===== src/rtl/adc_wake_seq.sv =====
module adc_wake_seq #(
  parameter int W           = 24,
  parameter int DIV_LOG2    = 8,
  parameter int INIT_MASTER = 4129,
  parameter int INIT_SLAVE  = 4132,
  parameter int WDOG        = 1024
) (
  input  logic         clk,
  input  logic         pdn_n,
  input  logic         slave,
  input  logic         fall_sel,
  input  logic         lrck_in,
  input  logic [W-1:0] left_in,
  input  logic [W-1:0] right_in,
  output logic         lrck_out,
  output logic [W-1:0] left_out,
  output logic [W-1:0] right_out,
  output logic         valid
);

  localparam int NMAX = (INIT_MASTER > INIT_SLAVE) ? INIT_MASTER : INIT_SLAVE;
  localparam int CW   = $clog2(NMAX + 1);
  localparam int WW   = $clog2(WDOG + 1);

  typedef enum logic [1:0] {S_PD, S_INIT, S_RUN} st_t;

  st_t                 st;
  logic [DIV_LOG2-1:0] div;
  logic [2:0]          sy;
  logic [2:0]          arm;
  logic [CW-1:0]       cnt;
  logic [WW-1:0]       wd;

  logic          sedge, mtick, tick, wd_hit;
  logic [CW-1:0] last;

  assign sedge    = arm[2] & (fall_sel ? (~sy[1] & sy[2]) : (sy[1] & ~sy[2]));
  assign mtick    = (div == '1);
  assign tick     = slave ? sedge : mtick;
  assign last     = slave ? CW'(INIT_SLAVE - 1) : CW'(INIT_MASTER - 1);
  assign wd_hit   = slave && (st != S_PD) && !sedge && (wd == WW'(WDOG - 1));
  assign lrck_out = !slave & div[DIV_LOG2-1];

  always_ff @(posedge clk or negedge pdn_n) begin
    if (!pdn_n) begin
      st        <= S_PD;
      div       <= '0;
      sy        <= '0;
      arm       <= '0;
      cnt       <= '0;
      wd        <= '0;
      left_out  <= '0;
      right_out <= '0;
      valid     <= 1'b0;
    end else begin
      sy  <= {sy[1:0], lrck_in};
      arm <= {arm[1:0], 1'b1};
      div <= slave ? '0 : div + 1'b1;

      if (wd_hit) begin
        st <= S_PD;
      end else begin
        case (st)
          S_PD: if (!slave || sedge) begin
            st  <= S_INIT;
            cnt <= '0;
          end
          S_INIT: if (tick) begin
            if (cnt == last) st <= S_RUN;
            cnt <= cnt + 1'b1;
          end
          default: ;
        endcase
      end

      if (!slave || st == S_PD || sedge || wd_hit) wd <= '0;
      else                                          wd <= wd + 1'b1;

      left_out  <= (st == S_RUN) ? left_in  : '0;
      right_out <= (st == S_RUN) ? right_in : '0;
      valid     <= (st == S_RUN);
    end
  end

  always @(negedge clk) begin
    if (!pdn_n)
      a_r1_pd_quiet: assert (!valid && left_out == '0 && right_out == '0 && !lrck_out);
  end

  a_r2_zero_unless_valid: assert property (@(posedge clk) disable iff (!pdn_n)
    !valid |-> (left_out == '0 && right_out == '0));

  a_r8_pass_through: assert property (@(posedge clk) disable iff (!pdn_n)
    valid |-> (left_out == $past(left_in) && right_out == $past(right_in)));

  a_r3_valid_after_init: assert property (@(posedge clk) disable iff (!pdn_n)
    $rose(valid) |-> ($past(st) == S_RUN && $past(st, 2) == S_INIT));

  a_r9_watchdog_drop: assert property (@(posedge clk) disable iff (!pdn_n)
    wd_hit |=> (st == S_PD) ##1 !valid);

  a_r10_slave_no_lrck: assert property (@(posedge clk) disable iff (!pdn_n)
    (slave && $past(slave)) |-> !lrck_out);

endmodule


===== config.mk =====
export PLATFORM = sky130hd
export DESIGN_NAME = adc_wake_seq
export DESIGN_NICKNAME = d
export VERILOG_FILES = /design/src/rtl/adc_wake_seq.sv
export SDC_FILE = /design/constraint.sdc
export NUM_CORES = 1
export LEC_CHECK = 0
export ABC_AREA = 1
export BUFFER_PORTS_ARGS = -buffer_cell sky130_fd_sc_hd__buf_2
export CAP_MARGIN = 20
export CORE_MARGIN = 2
export CORE_UTILIZATION = 40
export CTS_CLUSTER_DIAMETER = 200
export DETAILED_ROUTE_END_ITERATION = 16
export GPL_ROUTABILITY_DRIVEN = 0
export REMOVE_ABC_BUFFERS = 1
export SLEW_MARGIN = 20
export SYNTH_ARGS = -nofsm -noshare
export SYNTH_HDL_FRONTEND = slang
export SYNTH_SLANG_ARGS = --single-unit

===== constraint.sdc =====
create_clock -name clk -period 2.5 [get_ports clk]
set_input_delay 0.125 -clock clk [delete_from_list [all_inputs] [get_ports clk]]
set_output_delay 0.125 -clock clk [all_outputs]
set_load 0.005 [all_outputs]

==> results of run 1 <==
==> sequential cells by signal, indices dropped and copies added, names as in the netlist, 2 cells and up <==
| signal | count |
|---|---|
| sy | 3 |
| left_out | 24 |
| wd | 11 |
| right_out | 24 |
| st | 2 |
| div | 8 |
| arm | 3 |
| cnt | 13 |
==> routing by layer <==
metal | share of wire | vias to the layer above | GRT usage
met5 | 0 | - | 0
met4 | 0.013 | 0 | 0.0676
met3 | 0.080 | 10 | 0.0787
met2 | 0.47 | 85 | 0.287
met1 | 0.43 | 1441 | 0.224
li1 | - | 1601 | -
==> layout make-up <==
class | count | area (sq um) | area share
clock buffers | 10 | 128 | 0.0250
clock inverters | 6 | 72.6 | 0.0142
inverters | 82 | 308 | 0.0602
multi-input cells | 251 | 1180 | 0.231
flip-flops and latches | 89 | 2230 | 0.436
well taps | 111 | 139 | 0.0272
repair buffers | 156 | 1060 | 0.207
==> cells in the mapped netlist (2+ instances only) <==
cell type / n
o21ai_1: 8
buf_2: 4
nor2_1: 91
inv_1: 81
xor2_1: 8
a21oi_1: 11
nor3_1: 4
nor3b_1: 7
o21ai_0: 12
nand2_1: 71
buf_6: 3
nor2_4: 2
clkbuf_1: 2
nand3_1: 16
nor2_2: 2
nand4_1: 4
nand2_2: 4
dfrtp_1: 89
ha_1: 3
==> worst max path at each step <==
| stage | startpoint | to | slack, ns | cells after the start |
|---|---|---|---|---|
| after global placement | div[0] | cnt[12] | 0.80 | 9 |
| after CTS | div[0] | cnt[12] | 0.75 | 9 |
| after floorplan | div[0] | cnt[12] | 0.98 | 9 |
| final | div[0] | cnt[8] | 0.74 | 9 |
| after global routing | div[0] | cnt[1] | 0.56 | 9 |
| after detailed placement | div[0] | cnt[12] | 0.77 | 9 |
==> through the flow <==
step	power [mW]	util	hold WS, ns
2_1_floorplan	1.95	-	-0.171
3_3_place_gp	2.19	0.480	0.211
3_5_place_dp	2.20	0.480	0.218
4_1_cts	3.27	0.556	0.0503
5_1_grt	3.44	0.556	0.0675
6_report	3.23	0.556	0.0746
==> where the power goes <==
| group | switching, mW | internal [mW] |
|---|---|---|
| combinational | 0.408 | 0.241 |
| clock | 0.523 | 0.475 |
| sequential | 0.0522 | 1.53 |
| total | 0.983 | 2.25 |
==> worst max-delay path, cell delays in order (launching register included) <==
cell     delay (ns)
dfrtp_1        0.41
ha_1           0.23
nand2_1        0.11
nor2_4         0.05
nand3_1        0.10
nand2_2        0.09
o21ai_4        0.37
nor2_4         0.14
nand2_1        0.10
nand2_1        0.05
==> cells by family (layout without fill, tap and decap cells) <==
group,after synthesis,in the layout,share of synthesized area
simple gates,206,206,0.236
compound gates,33,33,0.0469
other cells,1,1,0.000990
buf+inv,92,254,0.0995
flops,89,89,0.588
fa+ha+maj,3,3,0.00992
xor+xnor,8,8,0.0185
==> metrics.md, run 1 <==
| Metric | Value |
|---|---|
| Min-delay src | `slave` |
| Critical path launch point type | `flip-flop` |
| CTS tree | `done` |
| Die W | `101 um` |
| Status | `finished, final reports clean` |
| Post-DP HPWL | `5520 um` |
| Power density cells | `632 nW/um^2` |
| Total track usage | `0.182` |
| Top post-synthesis cells by area | `dfrtp_1 59%, nor2_1 9.0%, inv_1 8.0%` |
| Pins over their slew limit | `0` |
| Endpoint class of the critical path | `flip-flop` |
| Vias/cell | `4.45` |
| Clock slew at reported path FFs | `0.09 ns` |
| Post-CTS Hold Buffers | `50` |
| TNS Setup | `0 ns` |
| ANT nets after route | `0` |
| Core area | `9200 sq um` |
| Initial Util | `0.412` |
| Post-route DRC | `0` |
| Required @ worst endpoint | `2.74 ns` |
| Max-Cap Viols | `0` |
| Post-synth ARST share | `1.00` |
| Via count | `3,137` |
| R2r worst-path depth | `9` |
| Final instance area | `5110 sq um` |
| Worst hold path class | `in -> reg` |
| Number of global-route vias before repair | `3,186` |
| Synth unique cells | `29` |
| Most frequent cells in the layout | `101 x buf_2, 91 x nor2_1, 89 x dfrtp_1` |
| Fmax | `568 MHz` |
| Synthesized instance count | `432` |
| Clk root buf | `clkbuf_8` |
| Diodes inserted | `0` |
| Resize count post-CTS | `0` |
| Row count | `35` |
| Initial antenna violation count | `0` |
| Share of cells above drive strength 1 | `0.227` |
| Final net count | `645` |
| Cells after DPL | `639` |
| Final std cells w/o fill | `705` |
| Sinks on Clock Net | `89` |
| Slew margin rel. | `0.555` |
| Maximum number of pins on one net before global-route repair | `53` |
| I/O Buffers | `102` |
| Synth Warn # | `0` |
| Clock Skews | `0.00887 ns` |
| Layout area overhead | `35.0%` |
| 1st-iter DRT viols | `120` |
| Routed WL per cell | `12.3 um` |
| Pre-CTS setup slack | `0.769 ns` |
| Hold path cells | `2` |
| Drt total wl | `8640 um` |
| Reg2reg setup slack | `0.74 ns` |
| Syn Std Cell Area | `3790 sq um` |
| DR pass1 iterations | `4` |
| Leakage | `2.89 nW` |
| Die Y | `101 um` |
| Worst-margin pin slew | `0.667 ns` |
| Global route overflow | `0` |
| Post-synth top area share | `0.588` |
| Reg-to-Reg End | `cnt[8]` |
| Synth Register Bits | `89` |
| Arrival time worst endpoint | `2.00 ns` |
| Seq/Total Area, Yosys | `0.588` |
| Top Ports | `103` |
| Fin. Hold Viols | `0` |
| TritonCTS buffer count | `9` |
| Top_reg_cell synth | `dfrtp_1` |
| Clock Path Buffers | `2` |
| Final setup violation count | `0` |
| Final cycle utilization of the critical path | `0.704` |
| First-pass GRT wire length | `14,600 um` |
| Syn avg cell area | `8.76 sq um` |
| Clk Latency, worst-skew pair | `0.35 ns` |
| Critical path class | `reg -> reg` |
| Yosys top cell by area | `dfrtp_1` |
| Post-synth EDFFs | `0` |
| Worst R2R Start | `div[0]` |
| Filler instances | `810` |
| Crit Path Max Fanout | `14` |
| Die outline area | `10,300 sq um` |
| Placed cell areas | `4410 sq um` |
| Worst VDD drop | `0.390 mV` |
| RSZ-0062 raised after global routing | `false` |
| H-tree levels | `3` |
| Setup Buffers After CTS | `0` |
| WHS Endpoint | `div[1]` |
| Most common cell after layout, fill and taps aside | `buf_2` |
| Min Clock Period, post-route | `1.76 ns` |
| Final WS setup | `0.740 ns` |
(Power assumes the default switching activity.)
==> inputs of run 2 (changes only) <==
==> constraint.sdc (replaced) <==
create_clock -name clk -period 1.85 [get_ports clk]
set_input_delay 0.0925 -clock clk [delete_from_list [all_inputs] [get_ports clk]]
set_output_delay 0.0925 -clock clk [all_outputs]
set_load 0.005 [all_outputs]
==> run 2 against run 1 <==
Maximum frequency increased by 6.7%. Clock skew grew 0.0025 ns. Core utilization increased by 0.57 points. Critical path depth increased by 1. Die area unchanged. Sequential share of layout area is 0.44 points lower. Non-clock buffer count up 2. Setup slack got worse by 0.54 ns. First-iteration DRC count decreased by 5.0%. Sequential power grew 35%. Clock power up 45%. Critical endpoint is now cnt[4]. Highest routed layer unchanged.
==> metrics.md, run 2 (synthesized netlist as in run 1, its figures left out) <==
| Metric | Value |
|---|---|
| R2r worst-path depth | `10 (+1)` |
| Hold path cells | `2 (unchanged)` |
| Critical path launch point type | `flip-flop` |
| Final cycle utilization of the critical path | `0.892 (+0.187)` |
| Clock slew at reported path FFs | `0.10 ns (about the same)` |
| Power density cells | `871 nW/um^2 (+38%)` |
| Row count | `35 (unchanged)` |
| Min-delay src | `slave` |
| Final setup violation count | `0 (unchanged)` |
| Required @ worst endpoint | `2.16 ns (-0.58 ns)` |
| Arrival time worst endpoint | `1.96 ns (-0.04 ns)` |
| TritonCTS buffer count | `9 (unchanged)` |
| Drt total wl | `8690 um (+0.52%)` |
| Clock Path Buffers | `2 (unchanged)` |
| ANT nets after route | `0 (unchanged)` |
| Clk Latency, worst-skew pair | `0.36 ns (about the same)` |
| Layout area overhead | `36.4%` |
| Vias/cell | `4.46 (+0.29%)` |
| Total track usage | `0.180 (-0.00274)` |
| Post-route DRC | `0 (unchanged)` |
| H-tree levels | `3 (unchanged)` |
| CTS tree | `done` |
| Status | `finished, final reports clean` |
| Most common cell after layout, fill and taps aside | `buf_2` |
| Max-Cap Viols | `0 (unchanged)` |
| Diodes inserted | `0 (unchanged)` |
| Reg-to-Reg End | `cnt[4]` |
| Die Y | `101 um (unchanged)` |
| WHS Endpoint | `div[1]` |
| TNS Setup | `0 ns (unchanged)` |
| DR pass1 iterations | `4 (unchanged)` |
| Min Clock Period, post-route | `1.65 ns (-0.111 ns)` |
| Worst R2R Start | `wd[0]` |
| Core area | `9200 sq um (unchanged)` |
| Hold WS | `0.0234 ns (-0.0512 ns)` |
| RSZ-0062 raised after global routing | `false` |
| Final std cells w/o fill | `707 (+0.28%)` |
| Crit Path Max Fanout | `14 (unchanged)` |
| Critical path class | `reg -> reg` |
| Die W | `101 um (unchanged)` |
| Share of cells above drive strength 1 | `0.232 (+0.00427)` |
| Top Ports | `103 (unchanged)` |
| Clk root buf | `clkbuf_8` |
| Routed WL per cell | `12.3 um (+0.24%)` |
| Pins over their slew limit | `0 (unchanged)` |
| Number of global-route vias before repair | `3,221 (+1.1%)` |
| Endpoint class of the critical path | `flip-flop` |
| Global route overflow | `0 (unchanged)` |
| Final net count | `647 (+0.31%)` |
| Worst hold path class | `in -> reg` |
| Setup Buffers After CTS | `0 (unchanged)` |
| I/O Buffers | `102 (unchanged)` |
| Die outline area | `10,300 sq um (unchanged)` |
| Sinks on Clock Net | `89 (unchanged)` |
| Via count | `3,155 (+0.57%)` |
| Initial antenna violation count | `0 (unchanged)` |
| Initial Util | `0.412 (unchanged)` |
| Reg2reg setup slack | `0.20 ns (-0.54 ns)` |
| 1st-iter DRT viols | `114 (-5.0%)` |
| Worst VDD drop | `0.465 mV (+19%)` |
| First-pass GRT wire length | `14,500 um (-0.61%)` |
| Leakage | `2.92 nW (+0.96%)` |
| Post-DP HPWL | `5380 um (-2.5%)` |
| Fin. Hold Viols | `0 (unchanged)` |
| Largest registers | `left_out x24, right_out x24, cnt x13` |
| Maximum number of pins on one net before global-route repair | `58 (+9.4%)` |
| Cells after DPL | `641 (+0.31%)` |
| Fmax | `606 MHz (+6.7%)` |
| Most frequent cells in the layout | `101 x buf_2, 91 x nor2_1, 89 x dfrtp_1` |
| Clock Skews | `0.0114 ns (+0.00252 ns)` |
[run 2: changes by cell type in the layout (fill, tap and decap cells not counted)]
cell / previous run / this run
buf_12: 1 / 2
buf_4: 4 / 5
clkbuf_1: 1 / 0
clkinv_8: 0 / 2
inv_6: 3 / 0
inv_8: 0 / 2
o21ai_0: 12 / 11
o21ai_1: 8 / 9
[run 2: power breakdown]
| part | switching (mW) | internal, mW | leakage, nW |
|---|---|---|---|
| Combinational | 0.554 | 0.348 | 1.59 |
| Clock | 0.781 | 0.668 | 0.109 |
| Sequential | 0.0720 | 2.07 | 1.22 |
[run 2: critical path, cell delays in order, from the launching register on]
cell     delay, ns
dfrtp_1       0.41
ha_1          0.23
nand2_1       0.08
nor2_1        0.06
nand2_2       0.09
nor2_2        0.04
nand3_2       0.08
nand2_4       0.12
nor2_4        0.31
nand2_1       0.09
nand2_1       0.08
[run 2: how the worst max path moves through the flow]
stage | startpoint | endpoint | cells past startpoint | slack (ns)
after global routing | wd[0] | cnt[7] | 10 | 0.03
after CTS | wd[0] | cnt[4] | 10 | 0.19
final | wd[0] | cnt[4] | 10 | 0.20
after detailed placement | wd[0] | cnt[4] | 10 | 0.21
after global placement | wd[0] | cnt[12] | 10 | 0.25
after floorplan | div[0] | cnt[12] | 9 | 0.33
[run 2: final cells by class]
cell class | count | area, sq um
fill | 826 | 4030
sequential | 89 | 2230
multi-input combinational | 251 | 1180
timing repair buffer | 158 | 1080
inverter | 82 | 308
tap | 111 | 139
clock buffer | 9 | 124
clock inverter | 7 | 101
[run 2: per-layer routing]
layer | global-route usage | routed length (um)
met3 | 0.0718 | 683
met5 | 0 | 0
met2 | 0.287 | 4030
met4 | 0.0634 | 124
met1 | 0.221 | 3860
[run 2: timing repair]
action	in CTS	in global routing
hold buffers	50	0
hold endpoints to repair	138	0
resized for setup	0	1
endpoints found under the setup margin	0	1
[run 2: through the flow]
stage	setup slack (ns)	area (sq um)	utilization	power, mW
after floorplan	0.325	3720	-	2.64
after global placement	0.253	4440	0.483	2.99
after detailed placement	0.205	4440	0.483	3.00
after CTS	0.186	5160	0.562	4.56
after global routing	0.0262	5160	0.562	4.76
final	0.200	5160	0.562	4.50
==> inputs of run 3 (changes only) <==
--- a/config.mk
+++ b/config.mk
@@ -13,6 +13,7 @@
 export CTS_CLUSTER_DIAMETER = 200
 export DETAILED_ROUTE_END_ITERATION = 16
 export GPL_ROUTABILITY_DRIVEN = 0
+export RECOVER_POWER = 50
 export REMOVE_ABC_BUFFERS = 1
 export SLEW_MARGIN = 20
 export SYNTH_ARGS = -nofsm -noshare
==> run 3 against run 2 <==
Clock skew barely moved. Final cell count did not move. Critical path depth fell by 1. Via count rose by 0.13%. Global-route usage did not move. Sequential share of layout area rose by 0.24 points. Design area fell by 0.56%. Highest routed layer unchanged. Largest cell class unchanged. Sequential power barely moved. Maximum frequency fell by 0.17%.
==> metrics.md, run 3 (synthesized netlist as in run 1, its figures left out) <==
| Metric | Value |
|---|---|
| Pins over their slew limit | `0 (unchanged)` |
| Hold WS | `0.0180 ns (-0.00537 ns)` |
| Layout area overhead | `35.7%` |
| Critical path launch point type | `flip-flop` |
| Die W | `101 um (unchanged)` |
| Worst R2R Start | `div[0]` |
| Arrival time worst endpoint | `1.96 ns (about the same)` |
| Crit-path slowest cell | `dfrtp_1` |
| RSZ-0062 raised after global routing | `false` |
| Sinks on Clock Net | `89 (unchanged)` |
| Post-route DRC | `0 (unchanged)` |
| First-pass GRT wire length | `14,500 um (unchanged)` |
| Initial Util | `0.412 (unchanged)` |
| Endpoint class of the critical path | `flip-flop` |
| Power density cells | `874 nW/um^2 (+0.44%)` |
| R2r worst-path depth | `9 (-1)` |
| Clk Latency, worst-skew pair | `0.36 ns (about the same)` |
| Most frequent cells in the layout | `93 x buf_2, 91 x nor2_1, 89 x dfrtp_1` |
| Final Util | `0.559 (-0.00313)` |
| I/O Buffers | `102 (unchanged)` |
| Slew margin rel. | `0.484` |
| Via count | `3,159 (+0.13%)` |
| WHS Endpoint | `div[1]` |
| 1st-iter DRT viols | `113 (-0.88%)` |
| Final instance area | `5140 sq um (-0.56%)` |
| Die outline area | `10,300 sq um (unchanged)` |
| ANT nets after route | `0 (unchanged)` |
| Final cycle utilization of the critical path | `0.893 (+0.00148)` |
| CP Cell Sequence | `ha_1, nand2_1, nor2_4, nand3_1, nand2_2, o21ai_4, buf_4, o21ai_0, nand2_1` |
| Top Ports | `103 (unchanged)` |
| Pre-CTS setup slack | `0.205 ns (unchanged)` |
| H-tree levels | `3 (unchanged)` |
| Clock Path Buffers | `2 (unchanged)` |
| M3 GR Usage | `0.0718 (unchanged)` |
| Worst-margin pin slew | `0.774 ns` |
| Post-DP HPWL | `5380 um (unchanged)` |
| Core area | `9200 sq um (unchanged)` |
| Placed cell areas | `4440 sq um (unchanged)` |
| Reg2reg setup slack | `0.20 ns (about the same)` |
| Met2 Usage GRT | `0.287 (unchanged)` |
| Final net count | `647 (unchanged)` |
| Clock Skews | `0.0114 ns (-0.0000353 ns)` |
| TNS Setup | `0 ns (unchanged)` |
| Total track usage | `0.180 (unchanged)` |
| Row count | `35 (unchanged)` |
| DR pass1 iterations | `4 (unchanged)` |
| Largest stage delay on the critical path | `0.41 ns (about the same)` |
| Initial antenna violation count | `0 (unchanged)` |
| Fin. Hold Viols | `0 (unchanged)` |
| Crit Path Max Fanout | `8 (-6)` |
| Leakage | `2.88 nW (-1.5%)` |
| Min-delay src | `slave` |
| Maximum number of pins on one net before global-route repair | `58 (unchanged)` |
| Share of cells above drive strength 1 | `0.216 (-0.0151)` |
| Die Y | `101 um (unchanged)` |
| Most common cell after layout, fill and taps aside | `buf_2` |
| Status | `finished, final reports clean` |
| CTS tree | `done` |
| Worst hold path class | `in -> reg` |
| Drt total wl | `8680 um (about the same)` |
| Reg-to-Reg End | `cnt[1]` |
| Routed WL per cell | `12.3 um (about the same)` |
| Grt peak-use layer | `met2` |
| Max-Cap Viols | `0 (unchanged)` |
| Final setup violation count | `0 (unchanged)` |
| Worst Setup SP | `div[0]` |
| Vias/cell | `4.47 (+0.13%)` |
| Final WS setup | `0.198 ns (-0.00274 ns)` |
| Clock slew at reported path FFs | `0.10 ns (about the same)` |
| Global route overflow | `0 (unchanged)` |
| Clk root buf | `clkbuf_8` |
| Number of global-route vias before repair | `3,221 (unchanged)` |
| Required @ worst endpoint | `2.16 ns (about the same)` |
| Most common cell on crit path | `nand2_1` |
| Fmax | `605 MHz (-0.17%)` |
| Min Clock Period, post-route | `1.65 ns (+0.00273 ns)` |
| TritonCTS buffer count | `9 (unchanged)` |
| Worst VDD drop | `0.466 mV (+0.33%)` |
| Diodes inserted | `0 (unchanged)` |
| Hold path cells | `2 (unchanged)` |
| Filler instances | `834 (+0.97%)` |
| Critical path class | `reg -> reg` |
| Largest registers | `left_out x24, right_out x24, cnt x13` |
| Met1 Use GR | `0.221 (unchanged)` |
-- run 3: cell count changes in the layout (fill, tap and decap cells not counted) --
cell	previous run	this run
buf_2	101	93
clkbuf_1	0	8
buf_4	5	3
buf_1	0	1
buf_12	2	1
clkbuf_2	0	1
clkbuf_4	0	1
-- run 3: how the worst max path moves through the flow --
stage | to | slack (ns) | cells after the start
after floorplan | cnt[12] | 0.33 | 9
after global placement | cnt[12] | 0.25 | 10
after detailed placement | cnt[4] | 0.21 | 10
after CTS | cnt[4] | 0.19 | 10
after global routing | cnt[7] | 0.03 | 10
final | cnt[1] | 0.20 | 9
-- run 3: what timing repair did --
action                                 in CTS  in global routing
endpoints found under the hold margin     138                  0
setup endpoints to repair                   0                  1
setup buffers                               0                  0
hold buffers                               50                  0
gates resized for setup                     0                  1
-- run 3: power breakdown --
part	switching [mW]	internal, mW
Combinational	0.554	0.340
Clock	0.783	0.668
Sequential	0.0724	2.07
-- run 3: cell type report --
class                           instances  area (sq um)  area share
Clock buffer                            9           124      0.0241
Clock inverter                          7           101      0.0197
Inverter                               82           308      0.0599
Multi-Input combinational cell        251          1180       0.230
Sequential cell                        89          2230       0.434
Tap cell                              111           139      0.0270
Timing Repair Buffer                  158          1050       0.205
-- run 3: critical path, delay by kind of cell, from the launching register on --
family	cells	cell delay [ns]
fa+ha+maj	1	0.23
buf+inv	1	0.21
flops	1	0.41
compound gates	2	0.33
simple gates	5	0.41
-- run 3: per-layer routing --
layer | share of wire | vias up
li1 | - | 1608
met1 | 0.44 | 1459
met2 | 0.47 | 82
met3 | 0.079 | 10
met4 | 0.014 | 0
met5 | 0 | -
-- run 3: stage by stage --
step	power, mW	instances
2_1_floorplan	2.64	422
3_3_place_gp	2.99	641
3_5_place_dp	3.00	641
4_1_cts	4.56	707
5_1_grt	4.75	707
6_report	4.49	707
